## config.mk

```make
export PLATFORM = sky130hd
export DESIGN_NAME = coef_load_port
export DESIGN_NICKNAME = d
export VERILOG_FILES = /design/src/rtl/coef_load_pkg.sv /design/src/rtl/cl_edge_arm.sv /design/src/rtl/cl_addr_reg.sv /design/src/rtl/cl_coef_bank.sv /design/src/rtl/coef_load_port.sv
export SDC_FILE = /design/constraint.sdc
export NUM_CORES = 2
export LEC_CHECK = 0
export BUFFER_PORTS_ARGS = -buffer_cell sky130_fd_sc_hd__buf_2
export CORE_AREA = 8 8 482 484
export CTS_CLUSTER_DIAMETER = 200
export DETAILED_ROUTE_END_ITERATION = 8
export DIE_AREA = 0 0 490 492
export GPL_ROUTABILITY_DRIVEN = 0
export PLACE_DENSITY = 0.8
export SLEW_MARGIN = 5
export SYNTH_ARGS = -nofsm -noshare
export SYNTH_HDL_FRONTEND = slang
export SYNTH_SLANG_ARGS = --single-unit
```

## constraint.sdc

```tcl
create_clock -name clk -period 3.26 [get_ports clk]
set_input_delay 0.326 -clock clk [delete_from_list [all_inputs] [get_ports clk]]
set_output_delay 0.326 -clock clk [all_outputs]
set_load 0.005 [all_outputs]
```

## src/rtl/coef_load_pkg.sv

```systemverilog
package coef_load_pkg;

    localparam int unsigned COEF_W_DEF = 12;
    localparam int unsigned ADDR_W_DEF = 8;

    // State of the load-path arming logic
    typedef enum logic {
        ARM_IDLE  = 1'b0,
        ARM_READY = 1'b1
    } arm_state_e;

    // Write request handed from the control side to the bank
    typedef struct packed {
        logic                  en;
        logic [ADDR_W_DEF-1:0] addr;
        logic [COEF_W_DEF-1:0] data;
    } wr_req_t;

    // High on one sample, low on the next
    function automatic logic strobe_fell(input logic prev_level, input logic cur_level);
        return prev_level & ~cur_level;
    endfunction

endpackage

```

## src/rtl/cl_edge_arm.sv

```systemverilog
module cl_edge_arm
    import coef_load_pkg::*;
(
    input  logic clk,
    input  logic rst,
    input  logic load_n,
    output logic we_o,
    output logic armed_o
);

    logic       prev_q;
    arm_state_e state_q;
    logic       fall;

    assign fall    = strobe_fell(prev_q, load_n);
    assign armed_o = (state_q == ARM_READY);
    assign we_o    = ~load_n & (armed_o | fall);

    always_ff @(posedge clk) begin
        if (rst) begin
            prev_q  <= 1'b0;   // treat the strobe as low so a low level is not an edge
            state_q <= ARM_IDLE;
        end else begin
            prev_q <= load_n;
            if (fall) begin
                state_q <= ARM_READY;
            end
        end
    end

    // A strobe low on two consecutive samples while disarmed must not write
    AST_HELD_LOW_NO_WRITE: assert property (@(posedge clk) disable iff (rst)
        (!load_n && $past(!load_n) && !armed_o) |-> !we_o);

    // Once armed, stays armed until reset
    AST_ARM_STICKY: assert property (@(posedge clk) disable iff (rst)
        (armed_o && !rst) |=> armed_o);

endmodule

```

## src/rtl/cl_addr_reg.sv

```systemverilog
module cl_addr_reg #(
    parameter int unsigned ADDR_W = 8
) (
    input  logic              clk,
    input  logic              rst,
    input  logic              addr_en_n,
    input  logic [ADDR_W-1:0] addr_i,
    output logic [ADDR_W-1:0] addr_o
);

    logic [ADDR_W-1:0] addr_q;

    always_ff @(posedge clk) begin
        if (rst) begin
            addr_q <= '0;
        end else if (!addr_en_n) begin
            addr_q <= addr_i;
        end
    end

    assign addr_o = addr_q;

endmodule

```

## src/rtl/cl_coef_bank.sv

```systemverilog
module cl_coef_bank #(
    parameter int unsigned COEF_W = 12,
    parameter int unsigned ADDR_W = 8
) (
    input  logic              clk,
    input  logic              rst,
    input  logic              we_i,
    input  logic [ADDR_W-1:0] waddr_i,
    input  logic [COEF_W-1:0] wdata_i,
    input  logic [ADDR_W-1:0] raddr_i,
    output logic [COEF_W-1:0] rdata_o
);

    localparam int unsigned DEPTH = 1 << ADDR_W;

    logic [COEF_W-1:0] mem_q [DEPTH];

    for (genvar g = 0; g < DEPTH; g++) begin : g_entry
        always_ff @(posedge clk) begin
            if (rst) begin
                mem_q[g] <= '0;
            end else if (we_i && (waddr_i == ADDR_W'(g))) begin
                mem_q[g] <= wdata_i;
            end
        end
    end

    assign rdata_o = mem_q[raddr_i];

    // A write lands at the requested entry
    AST_WRITE_LANDS: assert property (@(posedge clk) disable iff (rst)
        we_i |=> (mem_q[$past(waddr_i)] == $past(wdata_i)));

endmodule

```

## src/rtl/coef_load_port.sv

```systemverilog
module coef_load_port
    import coef_load_pkg::*;
#(
    parameter int unsigned COEF_W = COEF_W_DEF,
    parameter int unsigned ADDR_W = ADDR_W_DEF
) (
    input  logic              clk,
    input  logic              rst,
    input  logic [COEF_W-1:0] coef_in,
    input  logic              load_n,
    input  logic [ADDR_W-1:0] addr_in,
    input  logic              addr_en_n,
    input  logic [ADDR_W-1:0] rd_addr,
    output logic [COEF_W-1:0] rd_data
);

    logic              we;
    logic              armed;
    logic [ADDR_W-1:0] held_addr;

    cl_edge_arm u_arm (
        .clk     (clk),
        .rst     (rst),
        .load_n  (load_n),
        .we_o    (we),
        .armed_o (armed)
    );

    cl_addr_reg #(.ADDR_W(ADDR_W)) u_addr (
        .clk       (clk),
        .rst       (rst),
        .addr_en_n (addr_en_n),
        .addr_i    (addr_in),
        .addr_o    (held_addr)
    );

    cl_coef_bank #(.COEF_W(COEF_W), .ADDR_W(ADDR_W)) u_bank (
        .clk     (clk),
        .rst     (rst),
        .we_i    (we),
        .waddr_i (held_addr),
        .wdata_i (coef_in),
        .raddr_i (rd_addr),
        .rdata_o (rd_data)
    );

    AST_ADDR_LOAD: assert property (@(posedge clk) disable iff (rst)
        !addr_en_n |=> (held_addr == $past(addr_in)));

    AST_ADDR_HOLD: assert property (@(posedge clk) disable iff (rst)
        addr_en_n |=> $stable(held_addr));

    AST_NO_WRITE_HIGH: assert property (@(posedge clk) disable iff (rst)
        load_n |-> !we);

    AST_ARMED_WRITES: assert property (@(posedge clk) disable iff (rst)
        (armed && !load_n) |-> we);

endmodule

```

==> summary.md <==
| Metric | Value |
|---|---|
| Synth-to-Final Area Change | `13.8%` |
| Worst path buffer plus inverter count | `2` |
| Area post-placement | `0.151 mm^2` |
| RSZ-0062 raised after global routing | `yes` |
| Max-slew violations | `0` |
| Routed Antenna Nets | `0` |
| Routed WL per cell | `30.3 um` |
| DR iter-0 viols | `13,327` |
| Peak VDD IR | `0.604 mV` |
| Wire length after detailed routing | `401 mm` |
| Worst Reg-to-Reg Cells | `6` |
| Static Leak | `60.1 nW` |
| Post-synth ARST share | `0` |
| Final Setup Violations | `12` |
| Worst-path clk slew | `60 ps` |
| CP top delay family | `compound AO/OA/AOI/OAI gates` |
| Yosys warns | `0` |
| # fillers | `13,065` |
| Most frequent cells in the layout | `and2_1 (3,074), edfxtp_1 (3,072), buf_4 (915)` |
| Final instance area | `0.162 mm^2` |
| Fin crit period | `3850 ps` |
| Clock Skew | `63.9 ps` |
| Final Hold Fails | `2` |
| Pwr dens | `538 mW/mm^2` |
| Max Fanout on Critical Path | `1` |
| Library cells used by synthesis | `63` |
| DRT Pass-1 Iters | `6` |
| Die Ht | `492 um` |
| Sequential area share after synthesis | `0.648` |
| Most used DFF post-synth | `edfxtp_1` |
| Number of flops mapped to enable cells by yosys | `3,072` |
| WP data arrival | `3520 ps` |
| Max_cap viols | `0` |
| GRT Util Overall | `0.324` |
| Slew HR | `0.126` |
| Status | `finished with violations` |
| Seq cells post-synth | `3,082` |
| Area of the die | `0.241 mm^2` |
| Commonest non-fill, non-tap cell in the layout | `and2_1` |
| Post-layout util | `0.724` |
| Hold Path Origin | `coef_in[0]` |
| Synthesized Nets | `9,647` |
| Slowest-stage cell, CP | `mux4_2` |
| Num CTS Buffers | `318` |
| Cells after Synth | `9,615` |
| Num Clock Sinks | `3,082` |
| Post-Syn Area | `0.143 mm^2` |
| Clock Latency Late Sink | `980 ps` |
| Fmax | `260 MHz` |
| Worst-margin pin slew | `1310 ps` |
| First-pass GRT wire length | `583 mm` |
| RR Startpoint | `u_addr.addr_o[7]` |
| Port bufs | `43` |
| Site row count | `174` |
| Failing checks | `negative hold slack, negative setup slack` |
| Worst setup margin | `-585 ps` |
| Crit end category | `output port` |
| Root Driver | `clkbuf_16` |
| Share of cells above drive strength 1 | `0.230` |
| Initial core utilization | `0.637` |
| CORE AREA | `0.224 mm^2` |
| Hold Crit Depth | `2` |
| I/O Pins | `44` |
| Initial antenna violation count | `15` |
| Post-place setup slack | `-1230 ps` |
| Largest net degree at the start of global routing | `124` |
| Startpoint Class | `flop` |
| Die Wd | `490 um` |
| Via count | `88,073` |
| WP depth | `7` |
| Setup Fix Bufs, Post-CTS | `0` |
| H-tree depth | `5` |
| Worst reg2reg endpoint | `u_bank.mem_q[224][5]` |
| Worst hold margin | `-6.72 ps` |
| Vias in the first global route | `87,989` |
| Period utilization | `1.18` |
| Crit path kind | `reg2out` |
| Overflow after GRT | `0` |
| Hold Crit Endpoint | `u_bank.mem_q[203][0]` |
| CTS tree | `built` |
| Avg Vias per Cell | `6.66` |
| Total power | `87.3 mW` |
| Worst min path class | `in2reg` |
| Clock tree buffer depth | `4` |
| Nets | `10,033` |
| Post-Syn Area per Cell | `14.8 um^2` |
| DRC Markers | `0` |
| Worst endpoint required time | `2930 ps` |
| Reg-to-reg slack, setup | `70 ps` |
| Critical Path, Cell by Cell | `mux4_2 -> o221ai_1 -> nand3_1 -> o41ai_4 -> buf_4 -> nor3_4 -> buf_2` |
| Delay of the slowest critical-path stage | `520 ps` |
| DP HPWL | `258 mm` |
[per-stage QoR]
stage | instances | TNS [ps]
floorplan | 9615 | 0
global placement | 12670 | -9890
detailed placement | 12671 | -8560
CTS | 13215 | -5240
global route | 13213 | -5110
finish | 13221 | -5060
[synthesized netlist by cell type, drive strengths merged (78+ instances only)]
cell type	number	area, um^2
nor2	323	1210
mux2i	246	2460
o21bai	173	1300
a21o	88	661
edfxtp	3072	92200
and2	3075	19200
a21oi	137	686
buf	218	1630
o22ai	78	488
a22oi	163	1220
nand2	108	408
mux4	629	14200
clkbuf	795	3020
[where the power goes]
group,switching (mW),total (mW),internal [mW]
Combinational,4.38,7.03,2.65
Clock,14.9,35.1,20.2
Sequential,0.428,45.2,44.7
[how the worst max path moves through the flow]
stage	to	startpoint	slack, ps
2_1_floorplan	rd_data[5]	rd_addr[0]	800
3_3_place_gp	rd_data[2]	rd_addr[0]	-1390
3_5_place_dp	rd_data[6]	rd_addr[0]	-1230
4_1_cts	rd_data[6]	u_bank.mem_q[115][6]	-630
5_1_grt	rd_data[2]	u_bank.mem_q[135][2]	-540
6_report	rd_data[2]	u_bank.mem_q[14][2]	-590
[area by class of cell]
| cell class | instances | area (um^2) | share of cell area |
|---|---|---|---|
| Sequential cell | 3082 | 92400 | 0.570 |
| Multi-Input combinational cell | 5516 | 46900 | 0.289 |
| Timing Repair Buffer | 1079 | 9400 | 0.0580 |
| Clock buffer | 386 | 8350 | 0.0515 |
| Tap cell | 2992 | 3740 | 0.0231 |
| Clock inverter | 152 | 1390 | 0.00855 |
| Antenna cell | 10 | 25.0 | 0.000154 |
| Inverter | 4 | 15.0 | 0.0000925 |
[what timing repair did]
item / 4_1_cts / 5_1_grt
pin swaps: 60 / 45
setup endpoints to repair: 12 / 103
gates resized for setup: 179 / 41
hold endpoints to repair: 53 / 0
hold buffers: 21 / 0
gates cloned: 1 / 0
[registers in the layout (all words and copies together), names as in the netlist]
name           count
u_arm.armed_o      1
u_addr.addr_o      8
u_bank.mem_q    3072
u_arm.prev_q       1
[metal layers]
layer,share of wire,global-route usage,up-vias
met1,0.34,0.421,44042
met3,0.13,0.0777,1356
met4,0.066,0.179,8
met2,0.47,0.510,6648
li1,-,-,36019
met5,0.00014,0,-
[logic make-up (layout without fill, tap and decap cells)]
| logic type | after synthesis | after routing | synth area share |
|---|---|---|---|
| simple gates | 3714 | 3714 | 0.155 |
| other cells | 0 | 10 | 0 |
| flops | 3082 | 3082 | 0.648 |
| buf+inv | 1017 | 1621 | 0.0327 |
| compound gates | 896 | 896 | 0.0450 |
| mux | 906 | 906 | 0.119 |
(Power assumes the default switching activity.)
